File: src/rtl/i2c_am_pkg.sv
package i2c_am_pkg;

  // Width of the address field inside a received byte
  localparam int unsigned ADDR_W_DEF   = 7;
  // Leading bits that mark the first byte of a 10-bit address
  localparam int unsigned PREFIX_W_DEF = 5;
  localparam logic [PREFIX_W_DEF-1:0] PREFIX_DEF = 5'b11110;

  typedef struct packed {
    logic       hit;
    logic       gcall;
    logic       ten;
    logic [1:0] ten_hi;
  } match_res_t;

endpackage

File: src/rtl/i2c_am_rst_sync.sv
module i2c_am_rst_sync #(
  parameter int unsigned STAGES = 2
) (
  input  logic clk_i,
  input  logic rst_ni,
  output logic rst_sync_no
);

  logic [STAGES-1:0] sync_q;
  logic [STAGES-1:0] sync_d;

  always_comb begin
    sync_d = {sync_q[STAGES-2:0], 1'b1};
  end

  always_ff @(posedge clk_i or negedge rst_ni) begin
    if (!rst_ni) begin
      sync_q <= '0;
    end else begin
      sync_q <= sync_d;
    end
  end

  assign rst_sync_no = sync_q[STAGES-1];

endmodule

File: src/rtl/i2c_am_cfg_reg.sv
module i2c_am_cfg_reg #(
  parameter int unsigned W = 8
) (
  input  logic         clk_i,
  input  logic         rst_ni,
  input  logic         we_i,
  input  logic [W-1:0] wd_i,
  output logic [W-1:0] q_o
);

  logic [W-1:0] val_q;
  logic [W-1:0] val_d;

  always_comb begin
    val_d = val_q;
    if (we_i) begin
      val_d = wd_i;
    end
  end

  always_ff @(posedge clk_i or negedge rst_ni) begin
    if (!rst_ni) begin
      val_q <= '0;
    end else begin
      val_q <= val_d;
    end
  end

  assign q_o = val_q;

endmodule

File: src/rtl/i2c_am_compare.sv
module i2c_am_compare #(
  parameter int unsigned          ADDR_W   = 7,
  parameter int unsigned          PREFIX_W = 5,
  parameter logic [PREFIX_W-1:0]  PREFIX   = 5'b11110
) (
  input  logic [ADDR_W:0]            byte_i,
  input  logic [ADDR_W:0]            own_i,
  input  logic [ADDR_W:0]            alt_i,
  input  logic                       match_all_i,
  output logic                       hit_o,
  output logic                       gcall_o,
  output logic                       ten_o,
  output logic [ADDR_W-PREFIX_W-1:0] ten_hi_o
);

  localparam int unsigned HI_W = ADDR_W - PREFIX_W;

  logic              dual_mode;
  logic [ADDR_W-1:0] prim_eq;
  logic [ADDR_W-1:0] sec_eq;
  logic              prim_hit;
  logic              sec_hit;
  logic              gc_hit;

  assign dual_mode = alt_i[0];

  // One comparator slice per address bit
  for (genvar i = 0; i < ADDR_W; i++) begin : g_bit
    logic masked;
    assign masked     = ~dual_mode & alt_i[i+1];
    assign prim_eq[i] = (byte_i[i+1] == own_i[i+1]) | masked;
    assign sec_eq[i]  = (byte_i[i+1] == alt_i[i+1]);
  end

  assign prim_hit = &prim_eq;
  assign sec_hit  = dual_mode & (&sec_eq);
  assign gc_hit   = own_i[0] & (byte_i == '0);

  assign hit_o    = match_all_i | prim_hit | sec_hit | gc_hit;
  assign gcall_o  = gc_hit;
  assign ten_o    = (byte_i[ADDR_W -: PREFIX_W] == PREFIX);
  assign ten_hi_o = byte_i[HI_W:1];

endmodule

File: src/rtl/i2c_am_flags.sv
module i2c_am_flags #(
  parameter int unsigned HI_W = 2
) (
  input  logic            clk_i,
  input  logic            rst_ni,
  input  logic            vld_i,
  input  logic            hit_i,
  input  logic            gcall_i,
  input  logic            ten_i,
  input  logic [HI_W-1:0] ten_hi_i,
  input  logic            rw_i,
  input  logic            clr_i,
  output logic            match_o,
  output logic            irq_o,
  output logic            dir_o,
  output logic            gcall_o,
  output logic            ten_o,
  output logic [HI_W-1:0] ten_hi_o
);

  logic            take;
  logic            match_q, match_d;
  logic            irq_q,   irq_d;
  logic            dir_q,   dir_d;
  logic            gc_q,    gc_d;
  logic            ten_q,   ten_d;
  logic [HI_W-1:0] hi_q,    hi_d;

  assign take = vld_i & hit_i;

  always_comb begin
    match_d = take;
    irq_d   = irq_q;
    if (clr_i) begin
      irq_d = 1'b0;
    end
    if (take) begin
      irq_d = 1'b1;
    end
    dir_d = dir_q;
    gc_d  = gc_q;
    ten_d = ten_q;
    hi_d  = hi_q;
    if (take) begin
      dir_d = rw_i;
      gc_d  = gcall_i;
      ten_d = ten_i;
      hi_d  = ten_i ? ten_hi_i : '0;
    end
  end

  always_ff @(posedge clk_i or negedge rst_ni) begin
    if (!rst_ni) begin
      match_q <= 1'b0;
      irq_q   <= 1'b0;
      dir_q   <= 1'b0;
      gc_q    <= 1'b0;
      ten_q   <= 1'b0;
      hi_q    <= '0;
    end else begin
      match_q <= match_d;
      irq_q   <= irq_d;
      dir_q   <= dir_d;
      gc_q    <= gc_d;
      ten_q   <= ten_d;
      hi_q    <= hi_d;
    end
  end

  assign match_o  = match_q;
  assign irq_o    = irq_q;
  assign dir_o    = dir_q;
  assign gcall_o  = gc_q;
  assign ten_o    = ten_q;
  assign ten_hi_o = hi_q;

endmodule

File: src/rtl/i2c_addr_matcher.sv
module i2c_addr_matcher
  import i2c_am_pkg::*;
#(
  parameter int unsigned         ADDR_W   = ADDR_W_DEF,
  parameter int unsigned         PREFIX_W = PREFIX_W_DEF,
  parameter logic [PREFIX_W-1:0] PREFIX   = PREFIX_DEF
) (
  input  logic                       clk_i,
  input  logic                       rst_ni,
  input  logic                       own_we_i,
  input  logic [ADDR_W:0]            own_wd_i,
  input  logic                       alt_we_i,
  input  logic [ADDR_W:0]            alt_wd_i,
  input  logic                       match_all_i,
  input  logic                       addr_vld_i,
  input  logic [ADDR_W:0]            addr_byte_i,
  input  logic                       irq_clr_i,
  output logic                       match_o,
  output logic                       irq_o,
  output logic                       dir_o,
  output logic                       gcall_o,
  output logic                       ten_bit_o,
  output logic [ADDR_W-PREFIX_W-1:0] ten_hi_o
);

  localparam int unsigned BYTE_W = ADDR_W + 1;
  localparam int unsigned HI_W   = ADDR_W - PREFIX_W;

  logic              rst_sync_n;
  logic [BYTE_W-1:0] own_q;
  logic [BYTE_W-1:0] alt_q;
  logic              cmp_hit;
  logic              cmp_gc;
  logic              cmp_ten;
  logic [HI_W-1:0]   cmp_hi;

  i2c_am_rst_sync #(.STAGES(2)) u_rst (
    .clk_i       (clk_i),
    .rst_ni      (rst_ni),
    .rst_sync_no (rst_sync_n)
  );

  i2c_am_cfg_reg #(.W(BYTE_W)) u_own (
    .clk_i  (clk_i),
    .rst_ni (rst_sync_n),
    .we_i   (own_we_i),
    .wd_i   (own_wd_i),
    .q_o    (own_q)
  );

  i2c_am_cfg_reg #(.W(BYTE_W)) u_alt (
    .clk_i  (clk_i),
    .rst_ni (rst_sync_n),
    .we_i   (alt_we_i),
    .wd_i   (alt_wd_i),
    .q_o    (alt_q)
  );

  i2c_am_compare #(
    .ADDR_W   (ADDR_W),
    .PREFIX_W (PREFIX_W),
    .PREFIX   (PREFIX)
  ) u_cmp (
    .byte_i      (addr_byte_i),
    .own_i       (own_q),
    .alt_i       (alt_q),
    .match_all_i (match_all_i),
    .hit_o       (cmp_hit),
    .gcall_o     (cmp_gc),
    .ten_o       (cmp_ten),
    .ten_hi_o    (cmp_hi)
  );

  i2c_am_flags #(.HI_W(HI_W)) u_flags (
    .clk_i    (clk_i),
    .rst_ni   (rst_sync_n),
    .vld_i    (addr_vld_i),
    .hit_i    (cmp_hit),
    .gcall_i  (cmp_gc),
    .ten_i    (cmp_ten),
    .ten_hi_i (cmp_hi),
    .rw_i     (addr_byte_i[0]),
    .clr_i    (irq_clr_i),
    .match_o  (match_o),
    .irq_o    (irq_o),
    .dir_o    (dir_o),
    .gcall_o  (gcall_o),
    .ten_o    (ten_bit_o),
    .ten_hi_o (ten_hi_o)
  );

endmodule

File: config.mk
export PLATFORM = sky130hd
export DESIGN_NAME = i2c_addr_matcher
export DESIGN_NICKNAME = d
export VERILOG_FILES = /design/src/rtl/i2c_am_pkg.sv /design/src/rtl/i2c_am_rst_sync.sv /design/src/rtl/i2c_am_cfg_reg.sv /design/src/rtl/i2c_am_compare.sv /design/src/rtl/i2c_am_flags.sv /design/src/rtl/i2c_addr_matcher.sv
export SDC_FILE = /design/constraint.sdc
export NUM_CORES = 1
export LEC_CHECK = 0
export ABC_AREA = 1
export BUFFER_PORTS_ARGS = -buffer_cell sky130_fd_sc_hd__buf_2
export CORE_MARGIN = 5
export CORE_UTILIZATION = 54
export DETAILED_ROUTE_END_ITERATION = 16
export GPL_ROUTABILITY_DRIVEN = 0
export GPL_TIMING_DRIVEN = 0
export PLACE_DENSITY = 0.81
export SYNTH_ARGS = -nofsm -noshare
export SYNTH_HDL_FRONTEND = slang
export SYNTH_SLANG_ARGS = --single-unit
File: constraint.sdc
create_clock -name clk_i -period 2.5 [get_ports clk_i]
set_clock_uncertainty 0.1 [all_clocks]
set_input_delay 0.5 -clock clk_i [delete_from_list [all_inputs] [get_ports clk_i]]
set_output_delay 0.5 -clock clk_i [all_outputs]
set_load 0.01 [all_outputs]
==> impl_metrics.sql <==
INSERT INTO impl_metrics (metric_group, metric, value, unit) VALUES
('sta', 'max_slew.worst_pin.slew', '0.915', 'ns'),
('yosys', 'post_synth_mux_area_share', '1.73', '%'),
('sta', 'unrepaired_setup_endpoints_after_global_routing', 'no', ''),
('layout', 'diode_insertion_count_for_antenna_repair', '0', ''),
('floorplan', 'row_count', '17', ''),
('route', 'vias_per_cell', '4.81', ''),
('layout', 'fillCellCount', '205', ''),
('setup_path', 'setup.worst_path.start_class', 'flop', ''),
('route', 'route.antenna.remaining_nets', '0', ''),
('grt', 'number_of_antenna_violations_at_the_first_check_in_global_routing', '0', ''),
('yosys', 'synth_top_area_cell', 'sky130_fd_sc_hd__dfrtp_1', ''),
('power_and_ir_drop', 'powerDensity', '507', 'mW/mm2'),
('yosys', 'post_synth_xor_area_fraction', '0.672', '%'),
('grt', 'wire_length_of_the_first_global_routing_pass', '4960', 'um'),
('yosys', 'number_of_distinct_library_cells_after_synthesis', '22', ''),
('sta', 'slew_headroom', '39.0', '%'),
('grt', 'gr-total-overflow', '0', ''),
('floorplan', 'io-pin-count', '38', ''),
('setup_path', 'slowest_delay', '0.40', 'ns'),
('setup_path', 'arrival_time_worst_endpoint', '0.86', 'ns'),
('yosys', 'synth_simple_gate_area_share', '33.7', '%'),
('yosys', 'synth_fp_nets', '204', ''),
('clock_tree', 'cts_inserted_buffers', '3', ''),
('route', 'detailroute.wirelength.met2', '1390', 'um'),
('yosys', 'synth-warning-count', '0', ''),
('clock_tree', 'tritoncts_clock_tree', 'yes', ''),
('clock_tree', 'clkSlewWorstSetupHoldPaths', '0.13', 'ns'),
('placed_design', 'post-place-cells', '238', ''),
('route', 'routedWlPerCell', '11.9', 'um'),
('setup_path', 'critical_path_required_time', '1.90', 'ns'),
('yosys', 'synthesis.instances', '173', ''),
('placed_design', 'hpwlAfterDp', '2340', 'um'),
('sta', 'min_period_over_period', '58.3', '%'),
('placed_design', 'place.port_buffers', '37', ''),
('grt', 'number_of_global_route_vias_before_repair', '1146', ''),
('clock_tree', 'cts.repair.resized', '0', ''),
('yosys', 'combinational_family_with_the_most_area_after_synthesis', 'simple AND/OR/NAND/NOR gates', ''),
('route', 'wl', '2880', 'um'),
('run_status', 'status', 'finished clean', ''),
('yosys', 'synth.ff_latch_count', '25', ''),
('route', 'met3WireLength', '236', 'um'),
('floorplan', 'design.core.area', '0.00225', 'mm2'),
('yosys', 'synth_compound_area_share', '7.49', '%'),
('floorplan', 'die_span_in_y', '59.1', 'um'),
('clock_tree', 'sinks_on_clock_net', '25', ''),
('yosys', 'post_synth_top_area_share', '48.0', '%'),
('setup_path', 'critPathKind', 'flop to output port', ''),
('clock_tree', 'htree_num_levels', '1', ''),
('layout', 'num-nets-final', '247', ''),
('power_and_ir_drop', 'power.static_leakage', '0.894', 'nW'),
('clock_tree', 'cts-root-buf', 'sky130_fd_sc_hd__clkbuf_4', ''),
('setup_path', 'timing.critical_path.max_delay_family', 'flip-flops', ''),
('route', 'detail_route.first_pass.iterations', '4', ''),
('layout', 'area_growth', '19.8', '%'),
('sta', 'finalWorstPathRequiredPeriod', '1.46', 'ns'),
('sta', 'fin_setup_tns', '0', 'ns'),
('setup_path', 'critical_path.slowest_cell', 'sky130_fd_sc_hd__dfrtp_1', ''),
('setup_path', 'critPathCaptureType', 'output port', ''),
('sta', 'report.final.setup_viol', '0', ''),
('clock_tree', 'clk_path_buf_depth', '2', ''),
('setup_path', 'worstPathBufferInverterCount', '1', ''),
('clock_tree', 'clock_latency', '0.31', 'ns'),
('flow_run', 'maxCapViolations', '0', ''),
('yosys', 'synthesized_cell_area', '0.00130', 'mm2'),
('sta', 'finalHoldViolCount', '0', ''),
('setup_path', 'crit_path_cell_trace', 'buf_2', ''),
('route', 'wirelength_met1', '1220', 'um'),
('floorplan', 'initial_core_util', '57.8', '%'),
('setup_path', 'worstPathMaxFanout', '2', ''),
('route', 'drc', '0', ''),
('sta', 'finalMaxSlewViolations', '0', '');
[Yosys cell counts (all sizes together)]
| cell type | count |
|---|---|
| nand2 | 70 |
| inv | 26 |
| dfrtp | 25 |
| o21ai | 16 |
| nand3 | 13 |
| nor2 | 12 |
| a21oi | 2 |
| clkbuf | 2 |
| mux2 | 2 |
| conb | 1 |
| nand4 | 1 |
| nor4 | 1 |
| or2 | 1 |
| xnor2 | 1 |
[what timing repair did]
| action | in CTS | in global routing |
|---|---|---|
| hold buffers | 1 | 0 |
| buffers inserted | 0 | 0 |
| setup endpoints to repair | 0 | 0 |
| hold endpoints to repair | 2 | 0 |
[registers in the layout (all words and copies together), names as in the netlist]
| name | flops |
|---|---|
| u_flags.irq_o | 1 |
| u_rst.sync_q | 2 |
| u_flags.gcall_o | 1 |
| u_own.q_o | 8 |
| u_flags.ten_o | 1 |
| u_alt.q_o | 8 |
| u_flags.ten_hi_o | 2 |
| u_flags.dir_o | 1 |
| u_flags.match_o | 1 |
[routing by layer]
layer	GRT usage [%]	up-vias
li1	-	613
met1	23.1	516
met2	31.5	37
met3	6.32	4
met4	3.24	0
met5	0	-
[cell type report]
| class | count | area [um2] | area share (%) |
|---|---|---|---|
| sequential | 25 | 626 | 40.1 |
| multi-input combinational | 120 | 572 | 36.6 |
| timing repair buffer | 38 | 195 | 12.5 |
| inverter | 26 | 97.6 | 6.25 |
| tap | 28 | 35.0 | 2.25 |
| clock buffer | 3 | 22.5 | 1.44 |
| buffer | 2 | 7.51 | 0.481 |
| clock inverter | 1 | 5.00 | 0.321 |
[cells by family after synthesis]
kind of cell,Yosys count
XOR/XNOR,1
flip-flops,25
multiplexers,2
other,1
AND/OR/NAND/NOR,98
AO/OA/AOI/OAI,18
buffers and inverters,28
[stage by stage]
stage	setup slack (ns)	cell area, um2	util (%)	hold WS (ns)	power [mW]
2_1_floorplan	1.10	1300	-	0.104	0.560
3_3_place_gp	0.915	1520	67.5	0.184	0.616
3_5_place_dp	0.873	1520	67.5	0.187	0.624
4_1_cts	1.03	1560	69.2	0.232	0.802
5_1_grt	0.887	1560	69.2	0.230	0.845
6_report	1.04	1560	69.2	0.240	0.791
[where the power goes]
group	internal (mW)	switching (mW)	total (mW)
clock	0.0598	0.114	0.174
sequential	0.435	0.0274	0.463
combinational	0.0643	0.0905	0.155
[placed cells by master (no fill, tap or decap)]
cell type	Yosys	routed
sky130_fd_sc_hd__nand3_2	2	2
sky130_fd_sc_hd__clkbuf_1	2	2
sky130_fd_sc_hd__nand2_2	3	3
sky130_fd_sc_hd__nand3_1	10	10
sky130_fd_sc_hd__o21ai_0	15	15
sky130_fd_sc_hd__clkbuf_4	0	3
sky130_fd_sc_hd__o21ai_2	1	1
sky130_fd_sc_hd__xnor2_1	1	1
sky130_fd_sc_hd__mux2_2	2	2
sky130_fd_sc_hd__clkinv_2	0	1
sky130_fd_sc_hd__inv_1	20	20
sky130_fd_sc_hd__nand4_1	1	1
sky130_fd_sc_hd__nor4_1	1	1
sky130_fd_sc_hd__inv_2	6	6
sky130_fd_sc_hd__or2_1	1	1
sky130_fd_sc_hd__dlygate4sd3_1	0	1
sky130_fd_sc_hd__nand3_4	1	1
sky130_fd_sc_hd__dfrtp_1	25	25
sky130_fd_sc_hd__nand2_1	66	66
sky130_fd_sc_hd__buf_2	0	37
sky130_fd_sc_hd__a21oi_2	1	1
sky130_fd_sc_hd__nor2_1	8	8
sky130_fd_sc_hd__nand2_4	1	1
sky130_fd_sc_hd__nor2_2	4	4
sky130_fd_sc_hd__a21oi_1	1	1
sky130_fd_sc_hd__conb_1	1	1
[path summary, 6_finish.rpt]
| path | start | end | slack (ns) | cells past startpoint |
|---|---|---|---|---|
| max in group asynchronous | u_rst.sync_q[1]$_DFF_PN0_ | u_own.q_o[0]$_DFFE_PN0P_ | 1.45 | 0 |
| hold reg to reg | u_rst.sync_q[0]$_DFF_PN0_ | u_rst.sync_q[1]$_DFF_PN0_ | 0.28 | 0 |
| setup / recovery | u_flags.ten_hi_o[1]$_DFFE_PN0P_ | ten_hi_o[1] | 1.04 | 1 |
| min in group asynchronous | u_rst.sync_q[1]$_DFF_PN0_ | u_flags.ten_o$_DFFE_PN0P_ | 0.29 | 0 |
| hold / removal | irq_clr_i | u_flags.irq_o$_DFFE_PN0P_ | 0.24 | 2 |
| setup reg to reg | u_alt.q_o[0]$_DFFE_PN0P_ | u_flags.ten_hi_o[1]$_DFFE_PN0P_ | 1.05 | 10 |
(Power assumes the default switching activity.)
